### config.mk
export PLATFORM = sky130hd
export DESIGN_NAME = i2c_bus_unwedge
export DESIGN_NICKNAME = d
export VERILOG_FILES = /design/src/rtl/i2c_unwedge_pkg.sv /design/src/rtl/unwedge_timer.sv /design/src/rtl/unwedge_pin_mux.sv /design/src/rtl/unwedge_seq.sv /design/src/rtl/i2c_bus_unwedge.sv
export SDC_FILE = /design/constraint.sdc
export NUM_CORES = 1
export LEC_CHECK = 0
export ABC_AREA = 1
export BUFFER_PORTS_ARGS = -buffer_cell sky130_fd_sc_hd__buf_2
export CAP_MARGIN = 20
export CORE_ASPECT_RATIO = 1.5
export CORE_MARGIN = 2
export CORE_UTILIZATION = 59
export CTS_CLUSTER_DIAMETER = 80
export DETAILED_ROUTE_END_ITERATION = 10
export PLACE_DENSITY = 0.78
export SYNTH_ARGS = -nofsm -noshare
export SYNTH_HDL_FRONTEND = slang
export SYNTH_SLANG_ARGS = --single-unit
export TNS_END_PERCENT = 100
### constraint.sdc
create_clock -name clk -period 1.9 [get_ports clk]
set_input_delay 0.285 -clock clk [delete_from_list [all_inputs] [get_ports clk]]
set_output_delay 0.285 -clock clk [all_outputs]
set_load 0.01 [all_outputs]
### src/rtl/i2c_unwedge_pkg.sv
package i2c_unwedge_pkg;

    typedef enum logic [2:0] {
        ST_IDLE    = 3'd0,
        ST_RELEASE = 3'd1,
        ST_LOW     = 3'd2,
        ST_HIGH    = 3'd3,
        ST_CHECK   = 3'd4,
        ST_SETUP   = 3'd5,
        ST_START   = 3'd6,
        ST_FREE    = 3'd7
    } unwedge_state_e;

    // index of each line inside a two-wide enable vector
    localparam int LINE_SCL = 0;
    localparam int LINE_SDA = 1;
    localparam int N_LINES  = 2;

endpackage

### src/rtl/unwedge_timer.sv
module unwedge_timer #(
    parameter int W = 8
) (
    input  logic         clk,
    input  logic         rst_n,
    input  logic         load_i,
    input  logic [W-1:0] val_i,
    output logic         zero_o
);
    logic [W-1:0] cnt_d, cnt_q;

    always_comb begin
        cnt_d = cnt_q;
        if (load_i)
            cnt_d = val_i;
        else if (cnt_q != '0)
            cnt_d = cnt_q - 1'b1;
    end

    always_ff @(posedge clk or negedge rst_n) begin
        if (!rst_n) cnt_q <= '0;
        else        cnt_q <= cnt_d;
    end

    assign zero_o = (cnt_q == '0);
endmodule

### src/rtl/unwedge_pin_mux.sv
module unwedge_pin_mux
    import i2c_unwedge_pkg::*;
(
    input  logic               rec_own_i,
    input  logic [N_LINES-1:0] rec_oe_i,
    input  logic [N_LINES-1:0] eng_oe_i,
    output logic [N_LINES-1:0] pin_oe_o
);
    for (genvar g = 0; g < N_LINES; g++) begin : g_line
        assign pin_oe_o[g] = rec_own_i ? rec_oe_i[g] : eng_oe_i[g];
    end
endmodule

### src/rtl/unwedge_seq.sv
module unwedge_seq
    import i2c_unwedge_pkg::*;
#(
    parameter int HALF_CYC  = 1250,
    parameter int GUARD_CYC = 250,
    parameter int FREE_CYC  = 15000,
    parameter int N_PULSES  = 9
) (
    input  logic clk,
    input  logic rst_n,
    input  logic start_i,
    input  logic scl_i,
    input  logic sda_i,
    output logic busy_o,
    output logic scl_oe_o,
    output logic sda_oe_o,
    output logic done_o,
    output logic ok_o,
    output logic warn_o
);
    localparam int MAX_A = (HALF_CYC > GUARD_CYC) ? HALF_CYC : GUARD_CYC;
    localparam int MAX_V = (MAX_A > FREE_CYC) ? MAX_A : FREE_CYC;
    localparam int TW    = $clog2(MAX_V + 1);
    localparam int PW    = $clog2(N_PULSES + 1);

    localparam logic [TW-1:0] HALF_LD  = TW'(HALF_CYC - 1);
    localparam logic [TW-1:0] GUARD_LD = TW'(GUARD_CYC - 1);
    localparam logic [TW-1:0] FREE_LD  = TW'(FREE_CYC - 1);
    localparam logic [PW-1:0] LAST_P   = PW'(N_PULSES);

    typedef struct packed {
        unwedge_state_e st;
        logic [PW-1:0]  pulses;
        logic           seen_hi;
        logic           pend_warn;
        logic           done;
        logic           ok;
        logic           warn;
    } seq_regs_t;

    seq_regs_t     r_d, r_q;
    logic          tmr_load;
    logic [TW-1:0] tmr_val;
    logic          tmr_zero;

    unwedge_timer #(.W(TW)) i_timer (
        .clk    (clk),
        .rst_n  (rst_n),
        .load_i (tmr_load),
        .val_i  (tmr_val),
        .zero_o (tmr_zero)
    );

    always_comb begin
        r_d      = r_q;
        r_d.done = 1'b0;
        r_d.ok   = 1'b0;
        r_d.warn = 1'b0;
        tmr_load = 1'b0;
        tmr_val  = '0;
        unique case (r_q.st)
            ST_IDLE: begin
                if (start_i) begin
                    r_d.st        = ST_RELEASE;
                    r_d.pulses    = '0;
                    r_d.seen_hi   = 1'b0;
                    r_d.pend_warn = 1'b0;
                    tmr_load      = 1'b1;
                    tmr_val       = HALF_LD;
                end
            end
            ST_RELEASE: begin
                if (tmr_zero) begin
                    r_d.st   = ST_LOW;
                    tmr_load = 1'b1;
                    tmr_val  = HALF_LD;
                end
            end
            ST_LOW: begin
                if (tmr_zero) begin
                    r_d.st     = ST_HIGH;
                    r_d.pulses = r_q.pulses + 1'b1;
                    tmr_load   = 1'b1;
                    tmr_val    = HALF_LD;
                end
            end
            ST_HIGH: begin
                if (tmr_zero) begin
                    r_d.seen_hi = r_q.seen_hi | sda_i;
                    if (r_q.pulses == LAST_P) begin
                        r_d.st = ST_CHECK;
                    end else begin
                        r_d.st   = ST_LOW;
                        tmr_load = 1'b1;
                        tmr_val  = HALF_LD;
                    end
                end
            end
            ST_CHECK: begin
                if (!r_q.seen_hi) begin
                    r_d.st   = ST_IDLE;
                    r_d.done = 1'b1;
                end else begin
                    r_d.pend_warn = !(scl_i && sda_i);
                    r_d.st        = ST_SETUP;
                    tmr_load      = 1'b1;
                    tmr_val       = GUARD_LD;
                end
            end
            ST_SETUP: begin
                if (tmr_zero) begin
                    r_d.st   = ST_START;
                    tmr_load = 1'b1;
                    tmr_val  = GUARD_LD;
                end
            end
            ST_START: begin
                if (tmr_zero) begin
                    r_d.st   = ST_FREE;
                    tmr_load = 1'b1;
                    tmr_val  = FREE_LD;
                end
            end
            ST_FREE: begin
                if (tmr_zero) begin
                    r_d.st   = ST_IDLE;
                    r_d.done = 1'b1;
                    r_d.ok   = 1'b1;
                    r_d.warn = r_q.pend_warn;
                end
            end
            default: r_d.st = ST_IDLE;
        endcase
    end

    always_ff @(posedge clk or negedge rst_n) begin
        if (!rst_n) r_q <= '{st: ST_IDLE, pulses: '0, default: 1'b0};
        else        r_q <= r_d;
    end

    assign busy_o   = (r_q.st != ST_IDLE);
    assign scl_oe_o = (r_q.st == ST_LOW);
    assign sda_oe_o = (r_q.st == ST_START);
    assign done_o   = r_q.done;
    assign ok_o     = r_q.ok;
    assign warn_o   = r_q.warn;

    // the line check is reached only after the full clock count
    a_r4_full_count_before_check: assert property (@(posedge clk) disable iff (!rst_n)
        (r_q.st == ST_CHECK) |-> (r_q.pulses == LAST_P));

    // no high sample leads straight to a failing completion
    a_r5_fail_without_start: assert property (@(posedge clk) disable iff (!rst_n)
        (r_q.st == ST_CHECK && !r_q.seen_hi) |=> (done_o && !ok_o && !warn_o));
endmodule

### src/rtl/i2c_bus_unwedge.sv
module i2c_bus_unwedge
    import i2c_unwedge_pkg::*;
#(
    parameter int HALF_CYC  = 1250,
    parameter int GUARD_CYC = 250,
    parameter int FREE_CYC  = 15000,
    parameter int N_PULSES  = 9
) (
    input  logic clk,
    input  logic rst_n,
    input  logic start_i,
    input  logic eng_scl_oe_i,
    input  logic eng_sda_oe_i,
    input  logic scl_i,
    input  logic sda_i,
    output logic scl_oe_o,
    output logic sda_oe_o,
    output logic busy_o,
    output logic done_o,
    output logic ok_o,
    output logic warn_o
);
    logic               seq_busy;
    logic [N_LINES-1:0] rec_oe, eng_oe, pin_oe;

    unwedge_seq #(
        .HALF_CYC  (HALF_CYC),
        .GUARD_CYC (GUARD_CYC),
        .FREE_CYC  (FREE_CYC),
        .N_PULSES  (N_PULSES)
    ) i_seq (
        .clk      (clk),
        .rst_n    (rst_n),
        .start_i  (start_i),
        .scl_i    (scl_i),
        .sda_i    (sda_i),
        .busy_o   (seq_busy),
        .scl_oe_o (rec_oe[LINE_SCL]),
        .sda_oe_o (rec_oe[LINE_SDA]),
        .done_o   (done_o),
        .ok_o     (ok_o),
        .warn_o   (warn_o)
    );

    assign eng_oe[LINE_SCL] = eng_scl_oe_i;
    assign eng_oe[LINE_SDA] = eng_sda_oe_i;

    unwedge_pin_mux i_mux (
        .rec_own_i (seq_busy),
        .rec_oe_i  (rec_oe),
        .eng_oe_i  (eng_oe),
        .pin_oe_o  (pin_oe)
    );

    assign scl_oe_o = pin_oe[LINE_SCL];
    assign sda_oe_o = pin_oe[LINE_SDA];
    assign busy_o   = seq_busy;

    a_r2_release_on_entry: assert property (@(posedge clk) disable iff (!rst_n)
        $rose(busy_o) |-> (!scl_oe_o && !sda_oe_o));

    a_r7_scl_high_during_start: assert property (@(posedge clk) disable iff (!rst_n)
        (busy_o && sda_oe_o) |-> !scl_oe_o);

    a_r9_done_single: assert property (@(posedge clk) disable iff (!rst_n)
        done_o |=> !done_o);

    a_r9_flags_gated: assert property (@(posedge clk) disable iff (!rst_n)
        !done_o |-> (!ok_o && !warn_o));

    a_r9_done_at_busy_fall: assert property (@(posedge clk) disable iff (!rst_n)
        $fell(busy_o) |-> done_o);
endmodule

==> results.cfg, run 1 <==
[setup_path]
critPathBufInv = 4
path_delay_family = flip-flops
worstPathMaxFanout = 6
critPathKind = reg2out
worstSetupEndpointType = output pin
start_kind = register
cp_cell_sequence = inv_1 -> nor2_1 -> inv_1 -> nor2_1 -> inv_1 -> nand2_1 -> buf_2
crit_slowest_cell = dfrtp_1
slowest_delay_ns = 0.45
timing.reg2reg.worst_path_depth = 10
worst-endpoint-arrival_ns = 1.38
worst-path-stages = 7
cp_common_cell = inv_1
worstPathRequired_ns = 1.62

[synthesis]
syn_area_mm2 = 0.001705
synthCells = 227
yosysUniqueCellTypes = 29
synth_fp_nets = 237
syn_avg_cell_area_um2 = 7.513
yosys_warnings = 0
synth-seq-cells = 26
seq_area_frac_synth_pct = 38.15

[route]
route.detailed.drc = 0
wl_per_cell_um = 12.09
ant_nets = 0
vias = 1431
first_iter_violations = 27
first_pass_iters = 4
wl_um = 3374
viasPerCell = 5.129

[pwr]
swShare_pct = 19.76
powerDensity_mw_per_mm2 = 471.7
p_comb_share_pct = 2.4
leakage_nw = 1.034
peakVddDrop_v = 0.0004228
power_mw = 0.8765
p_sw_mw = 0.1732
pwr-share-clk_pct = 34.1
pwr-share-seq_pct = 63.4
internal_power_mw = 0.7033

[global_routing]
gr-total-overflow = 0
grt_pass1_vias = 1390
grt_usage_pct = 23.24
grt_pass1_wl_um = 5754
grt_max_degree = 27
antenna_found_initial = 0

[placement]
dp_hpwl_um = 2773
dp.cells = 276
port_buffers = 12
routabilityCongestion = 0.8925
placed_cell_area_mm2 = 0.001804
place_ws_ns = 0.1436

[die]
start_util_pct = 63.04
ioPinCount = 13
die_w_um = 47.90
dieArea_mm2 = 0.003345
core.rowCount = 23
die-height_um = 69.85
fp.coreArea_mm2 = 0.002705

[cells_and_area]
nets = 254
diodes = 0
fillers = 271
stdcell_area_mm2 = 0.001858
drive_gt1_share_pct = 18.18
multi_input_area_um2 = 919.6
instances_no_fill = 279
post-route-util_pct = 68.69
syn_to_final_growth_pct = 8.951
regArea_um2 = 650.6

[cts]
cts-root-buf = clkbuf_8
cts_buffers = 3
clock_latency_ns = 0.27
clk_pin_slew_ns = 0.08
cts.hold.buffers_added = 0
cts_buffer_depth = 2
htree_num_levels = 1
cts_tree = done
cts_sinks = 26

[sta]
layout_min_cycle_time_ns = 1.670
fmax_mhz = 598.8
fin_skew_ns = 0.001667
slew_headroom_pct = 62.41
worst_pin_slew_ns = 0.5639
rsz0062_at_grt = false
setup_violations = 0
slew_violations = 0
period_share_pct = 87.89
hold_ws_ns = 0.0005598
fin_ws_ns = 0.2301
finalHoldViolations = 0
fin_setup_tns_ns = 0

[outcome]
outcome = finished clean

[min_path]
hold_class = in2async

[run]
maxCapViolCount = 0
path summary, 6_finish.rpt:
path / start / endpoint / slack, ns
setup / recovery: i_seq.r_q[10] / sda_oe_o / 0.23
min in group clk: sda_i / i_seq.r_q[4] / 0.28
hold reg to reg: i_seq.r_q[4] / i_seq.done_o / 0.47
max in group asynchronous: rst_n / i_seq.r_q[8] / 1.53
setup reg to reg: i_seq.i_timer.cnt_q[0] / i_seq.r_q[11] / 0.24
hold / removal: rst_n / i_seq.r_q[3] / 0.0006
flip-flops by register name, summed over array words and instances, names as in the netlist:
name and count:
i_seq.done_o 1, i_seq.i_timer.cnt_q 14, i_seq.ok_o 1, i_seq.r_q 9, i_seq.warn_o 1
layer usage:
layer	up-vias	global-route usage, %	part of all wire [%]
met5	-	0	0
met4	0	6.607	1.4
met3	5	2.604	1.3
met2	13	41.33	57
met1	662	27.33	40
li1	751	-	-
cells in the mapped netlist:
| cell type | n | share of area [%] |
|---|---|---|
| o21ai_0 | 7 | 2.1 |
| nor2_8 | 2 | 2.3 |
| nand2_4 | 3 | 2.0 |
| nor3b_1 | 1 | 0.44 |
| a21oi_1 | 14 | 4.1 |
| inv_1 | 28 | 6.2 |
| nand3b_1 | 2 | 0.88 |
| nor2_4 | 3 | 2.0 |
| ha_1 | 3 | 2.2 |
| inv_2 | 3 | 0.66 |
| nand2_2 | 4 | 1.5 |
| nor2_1 | 24 | 5.3 |
| xnor2_1 | 3 | 1.5 |
| nor3_1 | 4 | 1.2 |
| o21ai_1 | 3 | 0.88 |
| nor2_2 | 6 | 2.2 |
| xor2_1 | 5 | 2.6 |
| nand4_2 | 1 | 0.73 |
| nand2_1 | 57 | 13 |
| o31ai_1 | 1 | 0.44 |
| dfrtp_1 | 26 | 38 |
| a21oi_4 | 1 | 0.95 |
| nand4_1 | 6 | 2.2 |
| nand3_1 | 14 | 4.1 |
| or2_2 | 1 | 0.37 |
| mux2_2 | 1 | 0.66 |
| buf_6 | 2 | 1.3 |
| o22ai_1 | 1 | 0.37 |
| clkinv_1 | 1 | 0.22 |
cell families (layout without fill, tap and decap cells):
kind of cell | Yosys count | count (layout) | synth area share, %
compound gates | 27 | 27 | 8.804
xor+xnor | 8 | 8 | 4.109
fa+ha+maj | 3 | 3 | 2.201
buf+inv | 34 | 49 | 8.364
flops | 26 | 26 | 38.15
mux | 1 | 1 | 0.6603
simple gates | 128 | 128 | 37.71
power by group through the flow:
stage | sequential, mW | combinational, mW | clock [mW]
5_1_grt | 0.557 | 0.0249 | 0.322
4_1_cts | 0.556 | 0.0223 | 0.308
2_1_floorplan | 0.567 | 0.00456 | 0
6_report | 0.556 | 0.0213 | 0.299
3_3_place_gp | 0.567 | 0.0218 | 0
3_5_place_dp | 0.567 | 0.0223 | 0
cell usage in the layout, fill, tap and decap left out, types with 4 or more instances in the layout:
cell     count
nor2_4       4
nand4_1      6
a21oi_1     14
nor3_1       4
nand3_1     14
dfrtp_1     26
xor2_1       5
o21ai_0      7
nand2_1     57
nand2_2      4
inv_1       27
nor2_2       5
buf_2       12
nor2_1      24
final cells by class:
class	count	area share (%)
Multi-Input combinational cell	167	49.50
Clock buffer	3	2.222
Sequential cell	26	35.02
Tap cell	37	2.492
Timing Repair Buffer	14	4.040
Inverter	32	6.734
repair_timing:
item	4_1_cts	5_1_grt
gates resized for setup	0	5
setup endpoints to repair	0	17
setup buffers	0	0
No activity file was read; power rests on OpenSTA's default activity.
==> run 2: changes to the inputs <==
--- a/config.mk
+++ b/config.mk
@@ -8,7 +8,7 @@
 export ABC_AREA = 1
 export BUFFER_PORTS_ARGS = -buffer_cell sky130_fd_sc_hd__buf_2
 export CAP_MARGIN = 20
-export CORE_ASPECT_RATIO = 1.5
+export CORE_ASPECT_RATIO = 1.1
 export CORE_MARGIN = 2
 export CORE_UTILIZATION = 59
 export CTS_CLUSTER_DIAMETER = 80
==> results.cfg, run 2 (same netlist as run 1, synthesis figures left out) <==
[cells_and_area]
regMostFlops = i_seq.i_timer.cnt_q
multi_input_area_um2 = 922.1
largest_reg_flops = 14
regArea_um2 = 650.6
nets = 255
fillers = 244
drive_gt1_share_pct = 18.03
layout_common_cells = nand2_1 (57), inv_1 (28), dfrtp_1 (26), nor2_1 (24), a21oi_1 (14)
post-route-util_pct = 68.09
instances_no_fill = 277
largestRegisters = i_seq.i_timer.cnt_q: 14 flops, i_seq.r_q: 9 flops
layout_commonest_cell = nand2_1
syn_to_final_growth_pct = 9.905
diodes = 0

[pwr]
powerDensity_mw_per_mm2 = 504.1
leakage_nw = 1.046
power_mw = 0.9448
peakVddDrop_v = 0.0004267

[cts]
htree_num_levels = 1
cts-root-buf = clkbuf_4
cts_sinks = 26
clock_latency_ns = 0.31
cts_buffer_depth = 2
clk_pin_slew_ns = 0.13
cts_tree = done
cts_buffers = 3

[route]
vias = 1447
ant_nets = 0
viasPerCell = 5.224
wl_per_cell_um = 11.23
first_pass_iters = 4
route.detailed.drc = 0
wl_um = 3112
first_iter_violations = 40

[setup_path]
cp_common_cell = inv_1
r2r-start = i_seq.i_timer.cnt_q[10]
critPathKind = reg2out
start_kind = register
worst-endpoint-arrival_ns = 1.47
crit_slowest_cell = dfrtp_1
worstPathMaxFanout = 6
slowest_delay_ns = 0.47
rrSetupSlack_ns = 0.19
cp_cell_sequence = inv_1 -> nor2_1 -> inv_1 -> nor2_1 -> inv_1 -> nand2_1 -> buf_2
worstPathRequired_ns = 1.62
worstSetupEndpointType = output pin
r2r_end = i_seq.i_timer.cnt_q[11]
timing.reg2reg.worst_path_depth = 8

[die]
die-height_um = 60.39
dieArea_mm2 = 0.003337
core.rowCount = 20
die_w_um = 55.26
start_util_pct = 61.95
ioPinCount = 13
fp.coreArea_mm2 = 0.002753

[sta]
worst_pin_slew_ns = 0.5565
slew_violations = 0
period_share_pct = 92.59
fin_skew_ns = 0.007437
layout_min_cycle_time_ns = 1.759
slew_headroom_pct = 62.90
setup_violations = 0
rsz0062_at_grt = true
fmax_mhz = 568.4
finalHoldViolations = 0
fin_ws_ns = 0.1408

[min_path]
hold_class = in2reg
min_from = sda_i
hold_depth = 3
hold_end = i_seq.r_q[4]

[global_routing]
antenna_found_initial = 0
grt_max_degree = 27
grt_usage_pct = 21.48
gr-total-overflow = 0
grt_pass1_wl_um = 5706
grt_pass1_vias = 1380

[placement]
dp.cells = 272
routabilityCongestion = 0.8673
dp_hpwl_um = 2505
place_ws_ns = 0.07459
port_buffers = 12

[run]
maxCapViolCount = 0

[outcome]
outcome = finished clean
[run 2: cell count changes in the layout (fill, tap and decap cells not counted)]
cell / delta
clkbuf_4: +3
inv_2: -1
inv_4: +1
dlygate4sd3_1: +1
clkbuf_8: -3
clkinv_4: -1
inv_1: +1
bufinv_16: +1
nand3_2: +1
ha_1: +1
ha_2: -1
nand3_1: -1
[run 2: per-layer routing]
metal,vias up,wire (µm),track usage [%]
met2,31,1539,37.76
met3,8,88,1.919
li1,759,-,-
met5,-,0,0
met4,0,65,10.80
met1,649,1418,27.25
[run 2: worst max-delay path, delay by kind of cell, from the launching register on]
kind,cells,cell delay (ns)
simple gates,3,0.31
flops,1,0.47
buf+inv,4,0.36
[run 2: cell type report]
type / instances / share of cell area (%)
multi-input combinational: 167 / 49.20
sequential: 26 / 34.71
inverter: 32 / 6.542
timing repair buffer: 15 / 4.539
tap: 33 / 2.203
clock inverter: 1 / 1.602
clock buffer: 3 / 1.202
[run 2: power by group]
part | internal, mW | switching [mW]
clock network | 0.213 | 0.152
registers | 0.556 | 0.00107
logic | 0.00754 | 0.0148
[run 2: metrics by stage]
stage	hold slack, ns	instance area, µm²	setup TNS, ns
final	0.2113	1874	0
after global routing	0.1888	1874	-0.01579
after CTS	0.1993	1862	0
after detailed placement	0.3072	1799	0
after global placement	0.3072	1799	0
after floorplan	-0.01059	1705	0
[run 2: worst max-delay path by stage]
| stage | endpoint | depth (start not counted) | start |
|---|---|---|---|
| global route | i_seq.i_timer.cnt_q[1] | 9 | i_seq.i_timer.cnt_q[9] |
| CTS | i_seq.i_timer.cnt_q[0] | 11 | i_seq.r_q[6] |
| global placement | i_seq.i_timer.cnt_q[0] | 11 | i_seq.r_q[6] |
| floorplan | i_seq.i_timer.cnt_q[5] | 10 | i_seq.i_timer.cnt_q[0] |
| detailed placement | i_seq.i_timer.cnt_q[0] | 11 | i_seq.r_q[6] |
| finish | sda_oe_o | 7 | i_seq.r_q[10] |
[run 2: what timing repair did]
action                                 CTS  global route
hold buffers                             1             0
setup endpoints to repair                0            12
resized for setup                        0             3
setup buffers                            0             0
endpoints found under the hold margin   26             0
